`src/rtl/ssq_pkg.sv`:
```
package ssq_pkg;
  localparam int NUM_OUT = 5;
  localparam int LVL_W   = 3;
  localparam int TYPE_W  = 3;

  typedef enum logic [1:0] {
    PH_IDLE  = 2'd0,
    PH_ENTER = 2'd1,
    PH_HOLD  = 2'd2,
    PH_EXIT  = 2'd3
  } phase_e;

  // depth reached by each suspend type; 0 marks an unused code
  function automatic logic [LVL_W-1:0] depth_of(input logic [TYPE_W-1:0] t);
    case (t)
      3'd0, 3'd1: depth_of = 3'd1;
      3'd2:       depth_of = 3'd3;
      3'd3:       depth_of = 3'd4;
      3'd4:       depth_of = 3'd5;
      default:    depth_of = 3'd0;
    endcase
  endfunction
endpackage

```
`src/rtl/ssq_regs.sv`:
```
module ssq_regs
  import ssq_pkg::*;
#(
  parameter int DATA_W  = 16,
  parameter int DLY_W   = 16,
  parameter int DLY_MIN = 16
)(
  input  logic              clk,
  input  logic              rst,
  input  logic              reg_we,
  input  logic              reg_addr,
  input  logic [DATA_W-1:0] reg_wdata,
  output logic [DATA_W-1:0] reg_rdata,
  input  logic              busy,
  input  logic              done,
  input  logic [LVL_W-1:0]  lvl,
  input  phase_e            phase,
  output logic              start,
  output logic [TYPE_W-1:0] type_q,
  output logic [DLY_W-1:0]  dly_eff
);
  localparam logic [DLY_W-1:0] MIN_V = DLY_W'(DLY_MIN);
  localparam int PAD_W = DATA_W - 10;

  logic [DLY_W-1:0] dly_q;
  logic             en_q;
  logic             wr_ok, wr_ctrl, wr_dly;
  logic             unused_wbits;

  assign unused_wbits = ^reg_wdata[DATA_W-1:4];
  assign wr_ok   = reg_we && !busy;
  assign wr_ctrl = wr_ok && (reg_addr == 1'b0);
  assign wr_dly  = wr_ok && (reg_addr == 1'b1);
  assign start   = wr_ctrl && reg_wdata[3] && (depth_of(type_q) != '0);
  assign dly_eff = (dly_q < MIN_V) ? MIN_V : dly_q;

  always_ff @(posedge clk) begin
    if (rst) begin
      type_q <= '0;
      dly_q  <= MIN_V;
      en_q   <= 1'b0;
    end else begin
      if (wr_ctrl && !reg_wdata[3]) type_q <= reg_wdata[TYPE_W-1:0];
      if (wr_dly) dly_q <= reg_wdata[DLY_W-1:0];
      if (start) en_q <= 1'b1;
      else if (done) en_q <= 1'b0;
    end
  end

  always_ff @(posedge clk) begin
    if (rst) begin
      reg_rdata <= '0;
    end else if (reg_addr == 1'b0) begin
      reg_rdata <= {{PAD_W{1'b0}}, phase, lvl, busy, en_q, type_q};
    end else begin
      reg_rdata <= DATA_W'(dly_q);
    end
  end

  AST_BUSY_WR_IGNORED: assert property (@(posedge clk) disable iff (rst)
    (reg_we && busy) |=> ($stable(type_q) && $stable(dly_q)));
  AST_UNUSED_NO_START: assert property (@(posedge clk) disable iff (rst)
    (reg_we && !reg_addr && reg_wdata[3] && !busy && depth_of(type_q) == '0) |=> !en_q);
  AST_DONE_CLEARS: assert property (@(posedge clk) disable iff (rst)
    done |=> (!en_q && !busy));
endmodule

```
`src/rtl/ssq_seq.sv`:
```
module ssq_seq
  import ssq_pkg::*;
#(
  parameter int DLY_W = 16
)(
  input  logic              clk,
  input  logic              rst,
  input  logic              start,
  input  logic [TYPE_W-1:0] type_sel,
  input  logic [DLY_W-1:0]  dly_eff,
  input  logic              wake,
  output logic              busy,
  output logic              done,
  output phase_e            phase_q,
  output logic [LVL_W-1:0]  lvl_q,
  output logic [LVL_W-1:0]  lvl_d
);
  phase_e           phase_d;
  logic [DLY_W-1:0] tmr_q, tmr_d;
  logic [LVL_W-1:0] tgt_q, tgt_d;

  assign busy = (phase_q != PH_IDLE);

  always_comb begin
    phase_d = phase_q;
    lvl_d   = lvl_q;
    tmr_d   = tmr_q;
    tgt_d   = tgt_q;
    done    = 1'b0;
    case (phase_q)
      PH_IDLE: begin
        if (start) begin
          tgt_d   = depth_of(type_sel);
          lvl_d   = 3'd1;
          tmr_d   = dly_eff - 1'b1;
          phase_d = (depth_of(type_sel) == 3'd1) ? PH_HOLD : PH_ENTER;
        end
      end
      PH_ENTER: begin
        if (wake) begin
          phase_d = PH_EXIT;
          tmr_d   = dly_eff - 1'b1;
        end else if (tmr_q == '0) begin
          lvl_d = lvl_q + 1'b1;
          tmr_d = dly_eff - 1'b1;
          if (lvl_q + 1'b1 == tgt_q) phase_d = PH_HOLD;
        end else begin
          tmr_d = tmr_q - 1'b1;
        end
      end
      PH_HOLD: begin
        if (wake) begin
          phase_d = PH_EXIT;
          tmr_d   = dly_eff - 1'b1;
        end
      end
      PH_EXIT: begin
        if (tmr_q == '0) begin
          lvl_d = lvl_q - 1'b1;
          tmr_d = dly_eff - 1'b1;
          if (lvl_q == 3'd1) begin
            phase_d = PH_IDLE;
            done    = 1'b1;
          end
        end else begin
          tmr_d = tmr_q - 1'b1;
        end
      end
      default: phase_d = PH_IDLE;
    endcase
  end

  always_ff @(posedge clk) begin
    if (rst) begin
      phase_q <= PH_IDLE;
      lvl_q   <= '0;
      tmr_q   <= '0;
      tgt_q   <= '0;
    end else begin
      phase_q <= phase_d;
      lvl_q   <= lvl_d;
      tmr_q   <= tmr_d;
      tgt_q   <= tgt_d;
    end
  end

  AST_LVL_SINGLE_STEP: assert property (@(posedge clk) disable iff (rst)
    (lvl_q != $past(lvl_q)) |-> (lvl_q == $past(lvl_q) + 3'd1 || lvl_q == $past(lvl_q) - 3'd1));
  AST_EXIT_NO_DEEPEN: assert property (@(posedge clk) disable iff (rst)
    (phase_q == PH_EXIT) |=> (lvl_q <= $past(lvl_q)));
  AST_DEPTH_LIMIT: assert property (@(posedge clk) disable iff (rst)
    (phase_q != PH_IDLE) |-> (lvl_q <= tgt_q && lvl_q != '0));
  AST_IDLE_STAYS: assert property (@(posedge clk) disable iff (rst)
    (phase_q == PH_IDLE && !start) |=> (lvl_q == '0));
endmodule

```
`src/rtl/ssq_outdec.sv`:
```
module ssq_outdec
  import ssq_pkg::*;
#(
  parameter int N = NUM_OUT
)(
  input  logic             clk,
  input  logic             rst,
  input  logic [LVL_W-1:0] lvl_d,
  output logic [N-1:0]     out_n
);
  for (genvar i = 0; i < N; i++) begin : g_out
    always_ff @(posedge clk) begin
      if (rst) out_n[i] <= 1'b1;
      else     out_n[i] <= !(32'(lvl_d) > i);
    end
    if (i > 0) begin : g_ord
      AST_PLANE_ORDER: assert property (@(posedge clk) disable iff (rst)
        !out_n[i] |-> !out_n[i-1]);
    end
  end
endmodule

```
`src/rtl/susp_seq_ctrl.sv`:
```
module susp_seq_ctrl
  import ssq_pkg::*;
#(
  parameter int DATA_W  = 16,
  parameter int DLY_W   = 16,
  parameter int DLY_MIN = 16
)(
  input  logic              clk,
  input  logic              rst,
  input  logic              reg_we,
  input  logic              reg_addr,
  input  logic [DATA_W-1:0] reg_wdata,
  output logic [DATA_W-1:0] reg_rdata,
  input  logic              wake,
  output logic              stat_host_n,
  output logic              stat_dev_n,
  output logic              plane_a_n,
  output logic              plane_b_n,
  output logic              plane_c_n
);
  logic              busy, done, start;
  logic [TYPE_W-1:0] type_q;
  logic [DLY_W-1:0]  dly_eff;
  logic [LVL_W-1:0]  lvl_q, lvl_d;
  phase_e            phase_q;
  logic [NUM_OUT-1:0] out_n;

  ssq_regs #(.DATA_W(DATA_W), .DLY_W(DLY_W), .DLY_MIN(DLY_MIN)) u_regs (
    .clk(clk), .rst(rst), .reg_we(reg_we), .reg_addr(reg_addr),
    .reg_wdata(reg_wdata), .reg_rdata(reg_rdata), .busy(busy), .done(done),
    .lvl(lvl_q), .phase(phase_q), .start(start), .type_q(type_q), .dly_eff(dly_eff)
  );

  ssq_seq #(.DLY_W(DLY_W)) u_seq (
    .clk(clk), .rst(rst), .start(start), .type_sel(type_q), .dly_eff(dly_eff),
    .wake(wake), .busy(busy), .done(done), .phase_q(phase_q),
    .lvl_q(lvl_q), .lvl_d(lvl_d)
  );

  ssq_outdec #(.N(NUM_OUT)) u_out (
    .clk(clk), .rst(rst), .lvl_d(lvl_d), .out_n(out_n)
  );

  assign stat_host_n = out_n[0];
  assign stat_dev_n  = out_n[1];
  assign plane_a_n   = out_n[2];
  assign plane_b_n   = out_n[3];
  assign plane_c_n   = out_n[4];
endmodule

```
`config.mk`:
```
export PLATFORM = sky130hd
export DESIGN_NAME = susp_seq_ctrl
export DESIGN_NICKNAME = d
export VERILOG_FILES = /design/src/rtl/ssq_pkg.sv /design/src/rtl/ssq_regs.sv /design/src/rtl/ssq_seq.sv /design/src/rtl/ssq_outdec.sv /design/src/rtl/susp_seq_ctrl.sv
export SDC_FILE = /design/constraint.sdc
export NUM_CORES = 1
export LEC_CHECK = 0
export BUFFER_PORTS_ARGS = -buffer_cell sky130_fd_sc_hd__buf_4
export CAP_MARGIN = 40
export CORE_ASPECT_RATIO = 1.25
export CORE_UTILIZATION = 62
export DETAILED_ROUTE_END_ITERATION = 8
export PLACE_DENSITY = 0.84
export SYNTH_ARGS = -nofsm -noshare
export SYNTH_HDL_FRONTEND = slang
export SYNTH_SLANG_ARGS = --single-unit
```
`constraint.sdc`:
```
create_clock -name clk -period 6.2 [get_ports clk]
set_input_delay 0.62 -clock clk [delete_from_list [all_inputs] [get_ports clk]]
set_output_delay 0.62 -clock clk [all_outputs]
set_load 0.02 [all_outputs]
```
# After elaboration in Yosys (flattened, before gate mapping)
# Index checks and enable logic that the tools add are counted.
# word_totals
reg_bits	65
input_bits	21
output_inout_bits	21
elab_cells	94
# classes
add_sub_neg	4
n_lt_le_gt_ge	6
n_eq_ne	16
mux	29
bitwise	1
n_reduce_logical	24
# ops
op	n
16-bit 2-to-1 mux	5
16-bit one-hot mux with 4 select lines	1
16-bit by 1-bit subtractor with 16-bit output, second input constant	2
3-bit 2-to-1 mux	6
16-bit logical NOT	1
16-bit by 5-bit < comparator with 1-bit output, second input constant	1
2-bit 2-to-1 mux	8
3-bit one-hot mux with 4 select lines	1
10-bit 2-to-1 mux	1
3-bit by 1-bit equality test with 1-bit output, second input constant	3
3-bit one-hot mux with 3 select lines	1
2-bit one-hot mux with 4 select lines	1
1-bit logical NOT	7
3-bit by 2-bit equality test with 1-bit output, second input constant	2
3-bit by 1-bit greater-than comparator with 1-bit output, second input constant	2
3-bit by 2-bit greater-than comparator with 1-bit output, second input constant	2
1-bit logical AND	6
3-bit by 2-bit != test with 1-bit output, second input constant	2
6-bit AND reduction	1
1-bit 2-to-1 mux	5
2-bit equality test, second input constant	2
2-bit by 1-bit != test with 1-bit output, second input constant	2
2-bit != test, second input constant	2
2-bit AND reduction	2
other kinds (12)	14

# Depth between registers and ports, before layout
# logic_depth
depth_word	12
ltp_mapped	10
mapped_depth_nobuf	9

# By module
# From an unflattened synthesis, not the netlist that was laid out.
# unflattened
cells_unflattened	426
hier_area_um2	3555.9
# modules_own_cells
module	instances	cells_per_inst	area_per_inst_um2	seq_area_each_um2
ssq_seq	1	260	2037.0	480.5
ssq_regs	1	154	1375.1	720.7
ssq_outdec	1	12	143.9	100.1

# Least setup slack after synthesis
# Ideal clock, no wire load.
# synth_timing
path_kind	flip-flop to flip-flop
start	register u_regs.dly_q[9]
end	register u_seq.tmr_q[12]
setup_time_ns	0.128
arrival_ns	2.262
t_required_ns	6.072
setup_slack_ns	3.811
stages_incl_launch_ff	11
n_path_buf	1
synth_period_minus_slack_ns	2.389
cell_sequence	dfxtp_1 > clkbuf_1 > nor4_2 > nand4_1 > nand2_1 > ha_1 > nand3_1 > nand3b_1 > xnor2_1 > a222oi_1 > nor2_1
# synth_between
elab_chain_cells	6
word_cells_on_any_way	8
classes_between	add/sub (1); order compare (1); mux (6)
# synth_lines
element	line	rtl
start, declared	ssq_regs.sv:25	logic [DLY_W-1:0] dly_q;
start signal, assigned	ssq_regs.sv:44	if (wr_dly) dly_q <= reg_wdata[DLY_W-1:0];
16-bit by 5-bit < comparator with 1-bit output	ssq_regs.sv:35	assign dly_eff = (dly_q < MIN_V) ? MIN_V : dly_q;
16-bit 2-to-1 mux *	ssq_regs.sv:35	
16-bit by 1-bit subtractor with 16-bit output *	n/a	
16-bit 2-to-1 mux	ssq_seq.sv:43, ssq_seq.sv:58	
16-bit 2-to-1 mux	ssq_seq.sv:40	if (wake) begin
16-bit one-hot mux with 4 select lines *	ssq_seq.sv:30	case (phase_q)
end signal, assigned	ssq_seq.sv:82	tmr_q <= tmr_d;
end, declared	ssq_seq.sv:19	logic [DLY_W-1:0] tmr_q, tmr_d;
# Every way passes the cells marked *; elsewhere a longest branch is shown, timed or not. The select of a mux whose other input is x is not followed.
# A chain may end at the register's enable or synchronous reset.

# Worst setup path in the final report
# Ends and elaborated chain as after synthesis.

==> run summary <==
Status -> finished clean
Setup ws final -> 3.33 ns
Clk_skew -> 0.00993 ns
Post-route DRC -> 0
Post-synth EDFFs -> 0
Vias/cell -> 6.22
Final setup TNS -> 0 ns
Slowest cell on crit path -> nor4_2
Grt ovf -> 0
Max VDD drop -> 0.355 mV
Hold WS -> 0.469 ns
Synth Register Bits -> 65
Comb pwr share -> 42.2%
Maxcap violations -> 0
Cell Rows -> 29
Met1 WL -> 3360 um
Post-synth top area share -> 38.7%
Crit. path cell count -> 9
CP Capture Type -> flip-flop
Fin util -> 75.2%
CTS Sinks -> 65
Initial DRC Count -> 351
Critical path cell sequence -> nor4_2 > nand4_1 > nand2_1 > ha_1 > nand3_1 > nand3b_1 > xnor2_1 > a222oi_1 > nor2_1
Ys async rst share -> 0%
Number of global-route vias before repair -> 2,907
Num CTS Buffers -> 9
Post-DR wirelength/cell -> 16.0 um
Max frequency -> 0.349 GHz
Sequential element share of the synthesized area -> 38.7%
Die W -> 67.9 um
ANT nets after route -> 0
WL final -> 8240 um
Relative slew slack -> 54.9%
CTS resizes -> 0
Post-CTS Setup Inserts -> 0
Pin count of the biggest net entering global routing -> 58
Pre-antenna DRT Iters -> 6
Switch Pwr -> 678 uW
Placed Area -> 3660 um^2
Clk slew on worst S/H paths -> 0.07 ns
Pre-CTS setup slack -> 3.41 ns
Most common cell in the netlist -> dfxtp_1
Final Cell Area -> 3870 um^2
Syn_nets -> 450
Post-synth top flop -> dfxtp_1
Clock Latency Late Sink -> 0.36 ns
RSZ-0062 raised after global routing -> no
I/O Pins -> 42
Buffers & Inverters on Critical Path -> 0
Final setup violating endpoints -> 0
Commonest cells post-synth -> dfxtp_1 (65), nand2_1 (55), nor2_1 (51)
Crit start category -> flip-flop
Synth top area cells -> dfxtp_1 (39%), nand2_1 (6.1%), nor2_1 (5.7%)
CTS tree -> yes
Crit Path Max Fanout -> 10
Final Slew Violations -> 0
Post-DP HPWL -> 5770 um
Fin crit period -> 2.87 ns
Leak -> 0.00156 uW
Synthesis Warnings -> 0
Clock buffer depth -> 2
Met3 Wirelength -> 311 um
Worst path top cell family by delay -> simple AND/OR/NAND/NOR gates
R2r worst-path depth -> 9
Die Area -> 5730 um^2
GR Util All Layers -> 31.2%
Initial antenna violation count -> 0
Top Metal Used -> met4
Kind of critical path -> reg2reg
Worst Path Required -> 6.42 ns
Initial Util -> 65.3%
First-pass GRT wire length -> 13,300 um
Hold Fails Final Rpt -> 0
Hold depth -> 3
WP data arrival -> 3.09 ns
Syn avg cell area -> 8.03 um^2
Crit share post-route -> 46.3%
Share of post-route cells with drive strength above 1 -> 15.2%
Switch share -> 41.9%
Cell Area, Synth -> 3370 um^2
Clk pwr share -> 24.0%
Layout Area Growth over Synthesis -> 15.1%
CTS Hold Buffers Added -> 0
GPL Wtd Cong -> 0.944
Post-Synthesis Cells -> 419
Count of cell types in the netlist -> 56
Pwr Density -> 417 nW/um^2
Cell Int Power -> 939 uW
Vias -> 3,205
Die Ht -> 84.4 um
Worst-margin pin slew -> 0.674 ns
Nets -> 479
Diode count -> 0
Root Buffer -> clkbuf_8
Worst Hold Class -> in2reg
Htree depth -> 3
Port buffer count -> 41
Reg power frac -> 33.8%
Slowest stage delay, CP -> 0.45 ns
Top cell type by total area after synthesis -> dfxtp_1
DR WL met2 -> 4240 um
Core area -> 5150 um^2
[power by group through the flow]
stage / registers, uW / clock network, uW / logic [uW]
2_1_floorplan: 542 / 0 / 533
3_5_place_dp: 553 / 0 / 665
3_3_place_gp: 550 / 0 / 649
4_1_cts: 544 / 384 / 675
5_1_grt: 554 / 409 / 753
6_report: 546 / 387 / 683
[cells in the final DEF, fill, tap and decap left out, drive strengths merged, types with 2 or more instances in the layout]
master and instances:
a211o 2, a211oi 6, a21oi 36, a221oi 2, a222oi 2, a22oi 2, a311oi 2, a31oi 3
and2 8, and3 4, buf 41, clkbuf 11, clkinv 2, dfxtp 65, ha 10, inv 11
mux2 2, mux2i 15, nand2 55, nand2b 4, nand3 16, nand3b 2, nand4 2, nor2 51
nor2b 6, nor3 21, nor4 14, o21ai 15, o22ai 5, or2 2, or3 3, xnor2 11
xor2 5
[tightest hold or removal path: stages]
cell and delay (ns):
buf_4 0.08, nand2_1 0.04, nand3b_1 0.06
[layout make-up]
cell class              count  area, um^2
repair buffers             41         308
well taps                  62        77.6
inverters                   9        33.8
multi-input cells         322        1940
fillers                   397        1280
clock inverters             5        61.3
clock buffers              11         151
flip-flops and latches     65        1300
[stage by stage]
step	instances	power, uW
6_report	515	1620
4_1_cts	515	1600
3_3_place_gp	499	1200
3_5_place_dp	499	1220
2_1_floorplan	419	1070
5_1_grt	515	1720
[sequential cells by signal, summed over array words and instances (netlist names)]
name,flops
u_seq.phase_q,2
u_regs.type_q,3
u_seq.tgt_q,3
u_seq.lvl_q,3
u_regs.dly_q,16
u_regs.reg_rdata,16
u_regs.en_q,1
u_seq.tmr_q,16
u_out.out_n,5
[metal layers]
| layer | track usage (%) | up-vias |
|---|---|---|
| met3 | 7.74 | 30 |
| met1 | 36.8 | 1516 |
| li1 | - | 1547 |
| met5 | 0 | - |
| met2 | 50.9 | 112 |
| met4 | 15.9 | 0 |
[final timing paths]
kind | start | end | slack (ns)
worst min register to register | u_seq.tgt_q[0] | u_seq.tgt_q[0] | 0.49
worst min-delay path | reg_wdata[4] | u_regs.dly_q[4] | 0.47
worst max-delay path | u_regs.dly_q[9] | u_seq.tmr_q[12] | 3.33
worst max register to register | u_regs.dly_q[9] | u_seq.tmr_q[12] | 3.33
[cells by family after synthesis]
| logic type | share of synthesized area (%) |
|---|---|
| adder cells (fa/ha/maj) | 3.72 |
| AND/OR/NAND/NOR | 28.1 |
| multiplexers | 5.13 |
| flip-flops | 38.7 |
| XOR/XNOR | 4.16 |
| buffers and inverters | 3.68 |
| AO/OA/AOI/OAI | 16.5 |
No activity file was read; power rests on OpenSTA's default activity.
